### config.mk
export PLATFORM = sky130hd
export DESIGN_NAME = sram_if_ctrl
export DESIGN_NICKNAME = d
export VERILOG_FILES = /design/src/rtl/sram_if_pkg.sv /design/src/rtl/sram_phase_timer.sv /design/src/rtl/sram_if_datapath.sv /design/src/rtl/sram_seq_fsm.sv /design/src/rtl/sram_if_ctrl.sv
export SDC_FILE = /design/constraint.sdc
export NUM_CORES = 1
export LEC_CHECK = 0
export BUFFER_PORTS_ARGS = -buffer_cell sky130_fd_sc_hd__buf_2
export CAP_MARGIN = 20
export CORE_MARGIN = 2
export CORE_UTILIZATION = 53
export CTS_BUF_LIST = sky130_fd_sc_hd__clkbuf_8
export DETAILED_ROUTE_END_ITERATION = 8
export GPL_TIMING_DRIVEN = 0
export PLACE_DENSITY = 0.95
export SETUP_SLACK_MARGIN = 0.15
export SLEW_MARGIN = 25
export SYNTH_ARGS = -nofsm -noshare
export SYNTH_HDL_FRONTEND = slang
export SYNTH_SLANG_ARGS = --single-unit
### constraint.sdc
create_clock -name clk -period 3.4 [get_ports clk]
set_clock_uncertainty 0.2 [all_clocks]
set_input_delay 0.34 -clock clk [delete_from_list [all_inputs] [get_ports clk]]
set_output_delay 0.34 -clock clk [all_outputs]
set_load 0.03 [all_outputs]
### src/rtl/sram_if_pkg.sv
// Package: shared state type and the clock-count helpers used to size each
// memory phase from nanosecond parameters.
package sram_if_pkg;

    typedef enum logic [2:0] {
        ST_IDLE  = 3'd0,
        ST_ADDR  = 3'd1,
        ST_READ  = 3'd2,
        ST_WRITE = 3'd3,
        ST_WREL  = 3'd4
    } seq_state_t;

    // Whole clocks that cover ns, never fewer than one.
    function automatic int unsigned clocks_for(input int unsigned ns, input int unsigned clk_ns);
        int unsigned c;
        c = (ns + clk_ns - 1) / clk_ns;
        return (c < 1) ? 1 : c;
    endfunction

    function automatic int unsigned max2(input int unsigned a, input int unsigned b);
        return (a > b) ? a : b;
    endfunction

endpackage

### src/rtl/sram_phase_timer.sv
// Phase timer: a down-counter loaded at the start of a memory phase.
// `last` is high during the final clock of the phase.
// Assumes load_val >= 1.
module sram_phase_timer #(
    parameter int CNT_W = 4
) (
    input  logic             clk,
    input  logic             rst_n,
    input  logic             load,
    input  logic [CNT_W-1:0] load_val,
    output logic             last
);
    logic [CNT_W-1:0] cnt_q;

    // Load length-1 at phase start, then count down to zero.
    always_ff @(posedge clk) begin
        if (!rst_n)              cnt_q <= '0;
        else if (load)           cnt_q <= load_val - 1'b1;
        else if (cnt_q != '0)    cnt_q <= cnt_q - 1'b1;
    end

    assign last = (cnt_q == '0);
endmodule

### src/rtl/sram_if_datapath.sv
// Datapath: holds the address, direction, lanes and write data of the
// accepted request, and captures read data with unrequested lanes zeroed.
// Assumes DATA_W is a multiple of 8.
module sram_if_datapath #(
    parameter int ADDR_W = 17,
    parameter int DATA_W = 16,
    localparam int LANES = DATA_W / 8
) (
    input  logic              clk,
    input  logic              rst_n,
    input  logic              accept,
    input  logic              req_write,
    input  logic [ADDR_W-1:0] req_addr,
    input  logic [LANES-1:0]  req_lanes,
    input  logic [DATA_W-1:0] req_wdata,
    input  logic              capture,
    input  logic [DATA_W-1:0] mem_dq_in,
    output logic [ADDR_W-1:0] addr_q,
    output logic              wr_q,
    output logic [LANES-1:0]  lanes_q,
    output logic [DATA_W-1:0] wdata_q,
    output logic [DATA_W-1:0] rdata_q
);
    // Register the request fields when the request is taken.
    always_ff @(posedge clk) begin
        if (!rst_n) begin
            addr_q  <= '0;
            wr_q    <= 1'b0;
            lanes_q <= '0;
            wdata_q <= '0;
        end else if (accept) begin
            addr_q  <= req_addr;
            wr_q    <= req_write;
            lanes_q <= req_lanes;
            wdata_q <= req_wdata;
        end
    end

    // One capture register per byte lane, cleared when the lane was not requested.
    for (genvar l = 0; l < LANES; l++) begin : g_lane
        always_ff @(posedge clk) begin
            if (!rst_n)       rdata_q[8*l +: 8] <= '0;
            else if (capture) rdata_q[8*l +: 8] <= lanes_q[l] ? mem_dq_in[8*l +: 8] : 8'h00;
        end
    end
endmodule

### src/rtl/sram_seq_fsm.sv
// Sequencer: walks idle -> address -> read or write pulse -> release and
// drives registered memory strobes from the next state, so every pin
// changes only at a clock edge. Assumes WR_CLKS >= 2 (guard clock).
module sram_seq_fsm
    import sram_if_pkg::*;
#(
    parameter int LANES   = 2,
    parameter int CNT_W   = 4,
    parameter int RD_CLKS = 11,
    parameter int WR_CLKS = 11
) (
    input  logic             clk,
    input  logic             rst_n,
    input  logic             req_valid,
    input  logic [LANES-1:0] req_lanes,
    input  logic             wr_q,
    input  logic [LANES-1:0] lanes_q,
    input  logic             last,
    output logic             accept,
    output logic             load,
    output logic [CNT_W-1:0] load_val,
    output logic             capture,
    output logic             ready,
    output logic             done,
    output logic             cs_n,
    output logic             cs2,
    output logic             wr_n,
    output logic             rd_n,
    output logic [LANES-1:0] sel_n,
    output logic             dq_oe
);
    seq_state_t state_q, nxt;
    logic       act;

    assign ready    = (state_q == ST_IDLE);
    assign accept   = ready && req_valid && (|req_lanes);
    assign load     = (state_q == ST_ADDR);
    assign load_val = wr_q ? CNT_W'(WR_CLKS) : CNT_W'(RD_CLKS);
    assign capture  = (state_q == ST_READ) && last;
    assign act      = (nxt == ST_READ) || (nxt == ST_WRITE);

    // Next-state selection.
    always_comb begin
        nxt = state_q;
        unique case (state_q)
            ST_IDLE:  if (accept) nxt = ST_ADDR;
            ST_ADDR:  nxt = wr_q ? ST_WRITE : ST_READ;
            ST_READ:  if (last) nxt = ST_IDLE;
            ST_WRITE: if (last) nxt = ST_WREL;
            ST_WREL:  nxt = ST_IDLE;
            default:  nxt = ST_IDLE;
        endcase
    end

    // State register and registered strobes derived from the next state.
    always_ff @(posedge clk) begin
        if (!rst_n) begin
            state_q <= ST_IDLE;
            cs_n    <= 1'b1;
            cs2     <= 1'b0;
            wr_n    <= 1'b1;
            rd_n    <= 1'b1;
            sel_n   <= '1;
            dq_oe   <= 1'b0;
            done    <= 1'b0;
        end else begin
            state_q <= nxt;
            cs_n    <= !act;
            cs2     <= act;
            wr_n    <= !(nxt == ST_WRITE);
            rd_n    <= !(nxt == ST_READ);
            sel_n   <= act ? ~lanes_q : '1;
            dq_oe   <= ((nxt == ST_WRITE) && (state_q == ST_WRITE)) || (nxt == ST_WREL);
            done    <= capture || (state_q == ST_WREL);
        end
    end

    // Checker counters: length of the current write and read strobe.
    logic [CNT_W-1:0] wr_lo_cnt, rd_lo_cnt;
    always_ff @(posedge clk) begin
        if (!rst_n) begin
            wr_lo_cnt <= '0;
            rd_lo_cnt <= '0;
        end else begin
            wr_lo_cnt <= wr_n ? '0 : wr_lo_cnt + 1'b1;
            rd_lo_cnt <= rd_n ? '0 : rd_lo_cnt + 1'b1;
        end
    end


    wr_pulse_len_chk: assert property (@(posedge clk) disable iff (!rst_n)
        $rose(wr_n) |-> (wr_lo_cnt == CNT_W'(WR_CLKS)));

    rd_pulse_len_chk: assert property (@(posedge clk) disable iff (!rst_n)
        $rose(rd_n) |-> (rd_lo_cnt == CNT_W'(RD_CLKS)));

    no_strobe_overlap_chk: assert property (@(posedge clk) disable iff (!rst_n)
        !(!wr_n && !rd_n));

    drive_guard_chk: assert property (@(posedge clk) disable iff (!rst_n)
        $rose(dq_oe) |-> (!wr_n && $past(!wr_n)));

    no_contention_chk: assert property (@(posedge clk) disable iff (!rst_n)
        dq_oe |-> rd_n);

    done_pulse_chk: assert property (@(posedge clk) disable iff (!rst_n)
        done |=> !done);

    select_with_strobe_chk: assert property (@(posedge clk) disable iff (!rst_n)
        (!cs_n && cs2) |-> (!wr_n || !rd_n));

    busy_after_accept_chk: assert property (@(posedge clk) disable iff (!rst_n)
        accept |=> !ready);
endmodule

### src/rtl/sram_if_ctrl.sv
// Top: asynchronous SRAM interface controller. Sizes the read and write
// phases from nanosecond timing parameters and wires the request register,
// phase timer and sequencer to the memory pins. Assumes a 16-bit memory with
// two byte lanes and a synchronous active-low reset held for one edge or more.
module sram_if_ctrl
    import sram_if_pkg::*;
#(
    parameter int ADDR_W  = 17,
    parameter int CLK_NS  = 5,
    parameter int T_RC_NS = 55,
    parameter int T_AA_NS = 55,
    parameter int T_OE_NS = 30,
    parameter int T_WC_NS = 55,
    parameter int T_AW_NS = 50,
    parameter int T_WP_NS = 45,
    parameter int T_DW_NS = 25
) (
    input  logic              clk,
    input  logic              rst_n,
    input  logic              req_valid,
    input  logic              req_write,
    input  logic [ADDR_W-1:0] req_addr,
    input  logic [1:0]        req_lanes,
    input  logic [15:0]       req_wdata,
    output logic              req_ready,
    output logic [15:0]       rsp_rdata,
    output logic              rsp_done,
    output logic [ADDR_W-1:0] mem_addr,
    output logic              mem_cs_n,
    output logic              mem_cs2,
    output logic              mem_wr_n,
    output logic              mem_rd_n,
    output logic              mem_lo_n,
    output logic              mem_hi_n,
    output logic [15:0]       mem_dq_out,
    output logic              mem_dq_oe,
    input  logic [15:0]       mem_dq_in
);
    localparam int DATA_W  = 16;
    localparam int LANES   = DATA_W / 8;
    localparam int RD_CLKS = int'(max2(max2(clocks_for(T_AA_NS, CLK_NS), clocks_for(T_RC_NS, CLK_NS)),
                                       clocks_for(T_OE_NS, CLK_NS)));
    localparam int WR_CLKS = int'(max2(max2(clocks_for(T_WP_NS, CLK_NS), 1 + clocks_for(T_DW_NS, CLK_NS)),
                                       max2(clocks_for(T_WC_NS, CLK_NS), clocks_for(T_AW_NS, CLK_NS))));
    localparam int CNT_W   = $clog2(int'(max2(RD_CLKS, WR_CLKS)) + 1);

    logic             accept, load, last, capture, wr_q;
    logic [CNT_W-1:0] load_val;
    logic [LANES-1:0] lanes_q, sel_n;

    sram_if_datapath #(.ADDR_W(ADDR_W), .DATA_W(DATA_W)) dp_i (
        .clk(clk), .rst_n(rst_n), .accept(accept), .req_write(req_write),
        .req_addr(req_addr), .req_lanes(req_lanes), .req_wdata(req_wdata),
        .capture(capture), .mem_dq_in(mem_dq_in), .addr_q(mem_addr),
        .wr_q(wr_q), .lanes_q(lanes_q), .wdata_q(mem_dq_out), .rdata_q(rsp_rdata)
    );

    sram_phase_timer #(.CNT_W(CNT_W)) tmr_i (
        .clk(clk), .rst_n(rst_n), .load(load), .load_val(load_val), .last(last)
    );

    sram_seq_fsm #(.LANES(LANES), .CNT_W(CNT_W), .RD_CLKS(RD_CLKS), .WR_CLKS(WR_CLKS)) fsm_i (
        .clk(clk), .rst_n(rst_n), .req_valid(req_valid), .req_lanes(req_lanes),
        .wr_q(wr_q), .lanes_q(lanes_q), .last(last), .accept(accept),
        .load(load), .load_val(load_val), .capture(capture), .ready(req_ready),
        .done(rsp_done), .cs_n(mem_cs_n), .cs2(mem_cs2), .wr_n(mem_wr_n),
        .rd_n(mem_rd_n), .sel_n(sel_n), .dq_oe(mem_dq_oe)
    );

    assign mem_lo_n = sel_n[0];
    assign mem_hi_n = sel_n[LANES-1];

    // Quiet means no strobe that could open a cycle on the memory.
    logic pins_quiet;
    assign pins_quiet = mem_cs_n && !mem_cs2 && mem_wr_n && mem_lo_n && mem_hi_n;


    addr_move_quiet_chk: assert property (@(posedge clk) disable iff (!rst_n)
        (mem_addr != $past(mem_addr)) |-> (pins_quiet && $past(pins_quiet)));
endmodule

==> results of run 1 <==
==> kinds of logic (layout without fill, tap and decap cells) <==
family / count (synthesis) / in the layout
buffers and inverters: 30 / 157
DFF: 67 / 67
muxes: 16 / 16
AOI/OAI and AO/OA: 86 / 86
and+or+nand+nor: 94 / 94
==> power groups by stage <==
| stage | clock network [mW] | registers, mW | logic, mW |
|---|---|---|---|
| after detailed placement | 0 | 0.861 | 0.325 |
| after CTS | 0.652 | 0.844 | 0.327 |
| after global routing | 0.677 | 0.848 | 0.355 |
| final | 0.638 | 0.845 | 0.327 |
| after global placement | 0 | 0.860 | 0.319 |
| after floorplan | 0 | 0.920 | 0.165 |
==> path summary, 6_finish.rpt <==
path                                       end  cells after the start                    startpoint  slack [ps]
setup reg to reg  dp_i.wdata_q[5]$_SDFFE_PN0P_                      6   fsm_i.state_q[1]$_SDFF_PN0_        1630
hold / removal     dp_i.addr_q[2]$_SDFFE_PN0P_                      3                   req_addr[2]          50
hold reg to reg   dp_i.rdata_q[4]$_SDFFE_PN0P_                      2  dp_i.rdata_q[4]$_SDFFE_PN0P_         250
setup / recovery                     req_ready                      6   fsm_i.state_q[1]$_SDFF_PN0_        1170
==> cells in the mapped netlist <==
cell	number	area [um2]
a211o_1	1	8.76
a211oi_1	2	15.0
a21oi_1	39	195
a31oi_1	1	6.26
and2_1	3	18.8
buf_1	2	7.51
buf_12	3	60.1
buf_2	2	10.0
buf_4	2	15.0
buf_6	3	33.8
clkbuf_1	16	60.1
dfxtp_1	67	1340
inv_1	1	3.75
inv_6	1	8.76
mux2i_1	16	160
nand2_1	21	78.8
nand2b_1	3	18.8
nand3_1	52	260
nand3_2	2	20.0
nand3_4	1	17.5
nand3b_1	2	15.0
nand4_1	1	6.26
nor2_1	5	18.8
nor3_1	1	5.00
nor4_4	1	21.3
o211ai_1	1	7.51
o21a_1	1	7.51
o21ai_0	29	145
o21ai_1	11	55.1
o31ai_1	1	7.51
or3_4	1	11.3
or3b_2	1	8.76
==> layer usage <==
| layer | share of wire [%] | GRT usage (%) | wire, um | up-vias |
|---|---|---|---|---|
| li1 | - | - | - | 1275 |
| met1 | 43 | 27.3 | 2790 | 1211 |
| met2 | 48 | 40.7 | 3160 | 103 |
| met3 | 7.7 | 6.56 | 502 | 9 |
| met4 | 1.1 | 9.13 | 70 | 0 |
| met5 | 0 | 0 | 0 | - |
==> placed cells by master, fill, tap and decap left out, drive strengths merged <==
cell type / count
nand3b: 2
clkinvlp: 1
clkbuf: 26
mux2i: 16
buf: 123
nor4: 1
clkinv: 3
and2: 3
dfxtp: 67
nand2b: 3
a31oi: 1
nor3: 1
a211o: 1
bufinv: 1
nand4: 1
nand2: 21
or3: 1
or3b: 1
a211oi: 2
inv: 3
nor2: 5
nand3: 55
o211ai: 1
o31ai: 1
a21oi: 39
o21ai: 40
o21a: 1
==> through the flow <==
stage | hold slack (ps) | cells | util, %
after floorplan | 259 | 293 | -
after global placement | 242 | 471 | 68.7
final | 54.6 | 487 | 72.8
after detailed placement | 249 | 471 | 68.7
after global routing | 40.3 | 487 | 72.8
after CTS | 40.3 | 487 | 72.8
==> area by class of cell <==
cell class / instances / area, um2
buffer: 28 / 186
timing repair buffer: 111 / 556
sequential: 67 / 1340
tap: 67 / 83.8
fill: 378 / 1300
multi-input combinational: 196 / 1110
clock buffer: 10 / 138
clock inverter: 6 / 56.3
inverter: 2 / 12.5
==> registers in the layout, indices dropped and copies added, names as in the netlist <==
signal         cells
fsm_i.done         1
dp_i.wdata_q      16
tmr_i.cnt_q        4
fsm_i.rd_n         1
dp_i.lanes_q       2
dp_i.rdata_q      16
fsm_i.sel_n        2
dp_i.wr_q          1
fsm_i.cs_n         1
fsm_i.state_q      3
dp_i.addr_q       17
fsm_i.wr_n         1
fsm_i.dq_oe        1
fsm_i.cs2          1
==> critical path: cells and delay by family, from the launching register on <==
kind,cells,cell delay [ps]
buffers and inverters,5,720
flip-flops,1,310
AND/OR/NAND/NOR,1,340
==> qor.csv, run 1 <==
stage;metric;value;unit
power_and_ir_drop;worst-case vdd ir drop;0.332;mV
floorplanning;row count;25;
floorplanning;DIE HEIGHT;74.7;um
cells_and_area;number of diodes;0;
clock_network;CTS H-tree lvls;3;
critical_path;Max stage delay cell, worst path;or3_4;
clock_network;number of buffers on the longest clock path;2;
power_and_ir_drop;internal power component;1.29;mW
flow_run;number of maximum-capacitance constraint violations;0;
timing;Slew HR;59.2;%
critical_path;Worst path max stage delay;340;ps
global_route;antenna violations before repair;0;
synth;fraction of the yosys area taken by sequential cells;50.6;%
timing;number of pins exceeding their max-slew limit in the final report;0;
cells_and_area;synth-to-layout area growth;31.5;%
power_and_ir_drop;register share of total power;46.7;%
cells_and_area;final net count;470;
place;number of buffers added on ports;111;
global_route;remaining global-route overflow;0;
place;DPL Wire Length;4640;um
floorplanning;IO Pins;113;
synth;warnings from Yosys;0;
timing;Setup violations, final;0;
place;worst-case setup slack after placement;1500;ps
clock_network;Clock Latency Late Sink;330;ps
route;Avg Vias per Cell;5.33;
timing;maximum operating frequency;0.448;GHz
status;outcome;finished, final reports clean;
timing;clock period minus final worst setup slack;2230;ps
global_route;pin count of the biggest net entering global routing;12;
clock_network;clock sink count;67;
power_and_ir_drop;standby leakage power;1.60;nW
synth;combinational family with the most area after synthesis;simple AND/OR/NAND/NOR gates;
timing;sum of negative setup slack;0;ps
clock_network;PostCTS Resize Cnt;0;
critical_path;required arrival time at the worst endpoint;2860;ps
floorplanning;Die W;74.7;um
critical_path;cell chain of the critical path;buf_6, or3_4, buf_6, inv_6, buf_4, buf_2;
synth;Synth Net Count;348;
power_and_ir_drop;logic gate share of total power;18.1;%
synth;cell count after synthesis;293;
clock_network;number of hold-repair buffers added at the cts stage;0;
floorplanning;effective utilization at floorplan;55.3;%
worst_hold_path;path class of the lowest-slack min-delay path;input port to register;
synth;Post-Synth Simple-Gate Area;18.9;%
synth;XOR/XNOR Fraction of Synth Area;0;%
synth;Cell variety after synth;32;
cells_and_area;share of final-layout standard cells stronger than drive strength 1;34.0;%
timing;unrepaired setup endpoints after global routing;no;
route;vias post-DR;2598;
place;RePlAce Congestion;0.767;
timing;Worst Setup Slack, final;1170;ps
route;post-detailed-route DRC marker count;0;
power_and_ir_drop;fraction of power spent switching nets;28.5;%
timing;final worst path period share;65.6;%
floorplanning;area of the die;5580;um2
power_and_ir_drop;power spent charging and discharging nets;0.515;mW
critical_path;critical path class;register to output pin;
synth;mean cell area of the mapped netlist;9.04;um2
timing;final count of hold timing violations;0;
global_route;vias in the first global route;2359;
route;post-route antenna net violation count;0;
clock_network;root buf cell;clkbuf_8;
synth;arithmetic-cell share of the synthesized area counting full adders, half adders and majority gates;0;%
clock_network;number of CTS-inserted buffers;9;
clock_network;clock-pin slew on the worst setup and hold paths;70;ps
timing;worst slew pin tran;607;ps
route;aggregate routed wire length;6520;um
route;number of search-and-repair iterations in the first detailed-routing pass;4;
power_and_ir_drop;clock share of power;35.3;%
synth;Compound-Gate Fraction of Synth Area;16.9;%
power_and_ir_drop;Overall Power;1.81;mW
route;Routed wire per std cell;13.4;um
power_and_ir_drop;power density cells;520;nW/um2
critical_path;Crit path top cell by count;buf_6;
critical_path;category of the worst setup path launch point;register;
floorplanning;floorplan core area;4790;um2
synth;Post-Synthesis Cell Area;2650;um2
critical_path;kind of end point of the critical path;output pin;
global_route;Global Route Usage Sum;23.4;%
critical_path;peak fanout along the critical path;10;
synth;total of flip-flops plus latches after synthesis;67;
clock_network;# Post-CTS Setup Buffers;0;
clock_network;CTS tree;done;
place;placed inst area;3290;um2
route;initial detailed-routing violation count;106;
synth;mux contribution to synthesized area;6.05;%
global_route;global-route wire length before repair;10000;um
critical_path;Critical Path AT;1690;ps
cells_and_area;Post-Layout Inst Area;3480;um2
Note: power is estimated with default switching activity, not from simulation.
==> inputs of run 2 (changes only) <==
--- a/config.mk
+++ b/config.mk
@@ -8,11 +8,11 @@
 export BUFFER_PORTS_ARGS = -buffer_cell sky130_fd_sc_hd__buf_2
 export CAP_MARGIN = 20
 export CORE_MARGIN = 2
-export CORE_UTILIZATION = 53
+export CORE_UTILIZATION = 44
 export CTS_BUF_LIST = sky130_fd_sc_hd__clkbuf_8
 export DETAILED_ROUTE_END_ITERATION = 8
 export GPL_TIMING_DRIVEN = 0
-export PLACE_DENSITY = 0.95
+export PLACE_DENSITY = 0.87
 export SETUP_SLACK_MARGIN = 0.15
 export SLEW_MARGIN = 25
 export SYNTH_ARGS = -nofsm -noshare
==> constraint.sdc (replaced) <==
create_clock -name clk -period 2.03 [get_ports clk]
set_clock_uncertainty 0.2 [all_clocks]
set_input_delay 0.203 -clock clk [delete_from_list [all_inputs] [get_ports clk]]
set_output_delay 0.203 -clock clk [all_outputs]
set_load 0.03 [all_outputs]
==> qor.csv, run 2 (same netlist as run 1, synthesis figures left out) <==
stage;metric;value;unit
status;outcome;finished, final reports clean;
floorplanning;floorplan core area;5890;um2
worst_hold_path;worst hold path cell count;2;
timing;final count of hold timing violations;0;
timing;unrepaired setup endpoints after global routing;yes;
timing;maximum operating frequency;0.526;GHz
timing;Min Hold Slack;265;ps
critical_path;critical path class;register to output pin;
timing;final worst path period share;93.7;%
floorplanning;Die W;81.6;um
critical_path;Worst path max stage delay;340;ps
clock_network;clock-pin slew on the worst setup and hold paths;70;ps
cells_and_area;final net count;531;
critical_path;Max stage delay cell, worst path;or3_4;
cells_and_area;max FFs per register;17;
power_and_ir_drop;Overall Power;3.24;mW
place;number of buffers added on ports;111;
cells_and_area;share of final-layout standard cells stronger than drive strength 1;34.1;%
power_and_ir_drop;power density cells;779;nW/um2
cells_and_area;number of diodes;0;
route;initial detailed-routing violation count;210;
clock_network;CTS tree;done;
global_route;pin count of the biggest net entering global routing;12;
route;post-detailed-route DRC marker count;0;
power_and_ir_drop;fraction of power spent switching nets;29.6;%
timing;sum of negative setup slack;0;ps
power_and_ir_drop;power spent charging and discharging nets;0.959;mW
route;Avg Vias per Cell;5.31;
clock_network;root buf cell;clkbuf_8;
global_route;Global Route Usage Sum;26.7;%
cells_and_area;synth-to-layout area growth;57.0;%
power_and_ir_drop;clock share of power;34.2;%
route;Routed wire per std cell;16.1;um
power_and_ir_drop;register share of total power;43.8;%
cells_and_area;number of non-filler instances in the completed layout;556;
critical_path;kind of end point of the critical path;output pin;
timing;Slew HR;57.8;%
route;post-route antenna net violation count;0;
floorplanning;row count;28;
flow_run;number of maximum-capacitance constraint violations;0;
route;vias post-DR;2950;
clock_network;CTS H-tree lvls;3;
power_and_ir_drop;worst-case vdd ir drop;0.468;mV
place;RePlAce Congestion;0.713;
timing;clock period minus final worst setup slack;1900;ps
clock_network;number of buffers on the longest clock path;2;
global_route;global-route wire length before repair;13300;um
global_route;remaining global-route overflow;0;
worst_hold_path;path class of the lowest-slack min-delay path;register to register;
global_route;antenna violations before repair;0;
floorplanning;IO Pins;113;
power_and_ir_drop;internal power component;2.28;mW
floorplanning;effective utilization at floorplan;45.0;%
place;DP Cell Count;479;
critical_path;length in cells of the worst reg-to-reg path;7;
power_and_ir_drop;logic gate share of total power;22.0;%
place;DPL Wire Length;4970;um
cells_and_area;commonest cells after routing, fill and taps aside;buf_2, dfxtp_1, dlygate4sd3_1;
global_route;vias in the first global route;2835;
critical_path;required arrival time at the worst endpoint;1630;ps
power_and_ir_drop;standby leakage power;1.87;nW
cells_and_area;largest register by flop count;dp_i.addr_q;
clock_network;number of CTS-inserted buffers;9;
route;aggregate routed wire length;8930;um
clock_network;Clock Latency Late Sink;340;ps
critical_path;Critical Path AT;1500;ps
timing;Setup violations, final;0;
cells_and_area;most frequent standard cell in the layout excluding fill and tap cells;buf_2;
route;number of search-and-repair iterations in the first detailed-routing pass;4;
critical_path;cell chain of the critical path;buf_6, or3_4, buf_8, clkinv_4, buf_8, buf_6;
clock_network;clock sink count;67;
cells_and_area;Largest regs;dp_i.addr_q x17, dp_i.rdata_q x16, dp_i.wdata_q x16;
timing;number of pins exceeding their max-slew limit in the final report;0;
critical_path;peak fanout along the critical path;2;
floorplanning;DIE HEIGHT;81.6;um
timing;worst slew pin tran;630;ps
critical_path;category of the worst setup path launch point;register;
floorplanning;area of the die;6660;um2
==> run 2: routing by layer <==
| metal | part of all wire [%] | up-vias | global-route usage [%] |
|---|---|---|---|
| li1 | - | 1402 | - |
| met1 | 39 | 1378 | 28.8 |
| met2 | 50 | 140 | 48.0 |
| met3 | 8.2 | 30 | 8.24 |
| met4 | 2.9 | 0 | 11.5 |
| met5 | 0 | - | 0 |
==> run 2: area by class of cell <==
type | instances | area, um2
plain buffers | 28 | 205
clock buffers | 10 | 138
clock inverters | 6 | 57.6
fillers | 444 | 1730
inverters | 2 | 12.5
multi-input cells | 196 | 1150
flip-flops and latches | 67 | 1340
well taps | 75 | 93.8
repair buffers | 172 | 1150
==> run 2: final timing paths <==
kind	from	endpoint	slack, ps
worst max register to register	fsm_i.state_q[1]$_SDFF_PN0_	dp_i.wdata_q[7]$_SDFFE_PN0P_	210
worst min-delay path	dp_i.addr_q[3]$_SDFFE_PN0P_	dp_i.addr_q[3]$_SDFFE_PN0P_	270
worst min register to register	dp_i.addr_q[3]$_SDFFE_PN0P_	dp_i.addr_q[3]$_SDFFE_PN0P_	270
worst max-delay path	fsm_i.state_q[1]$_SDFF_PN0_	req_ready	130
==> run 2: worst max-delay path, delay by kind of cell, from the launching register on <==
kind                   cells  cell delay [ps]
buffers and inverters      5              500
flip-flops                 1              320
AND/OR/NAND/NOR            1              340
==> run 2: per-stage QoR <==
stage	area, um2	util, %	worst slack, ps
4_1_cts	4080	69.2	84.3
3_3_place_gp	3300	56.0	215
6_report	4160	70.6	128
3_5_place_dp	3300	56.0	155
2_1_floorplan	2650	-	426
5_1_grt	4160	70.6	83.5
==> run 2: power by group through the flow <==
stage	Combinational (mW)	Clock, mW	Sequential (mW)
floorplan	0.276	0	1.54
global placement	0.543	0	1.44
detailed placement	0.555	0	1.44
CTS	0.662	1.11	1.41
global route	0.764	1.17	1.43
finish	0.714	1.11	1.42
==> run 2: timing repair <==
item / 4_1_cts / 5_1_grt
endpoints found under the hold margin: 52 / 1
endpoints found under the setup margin: 1 / 33
buffers inserted: 4 / 3
hold buffers: 53 / 1
resized for setup: 8 / 29
pin swaps: 1 / 4
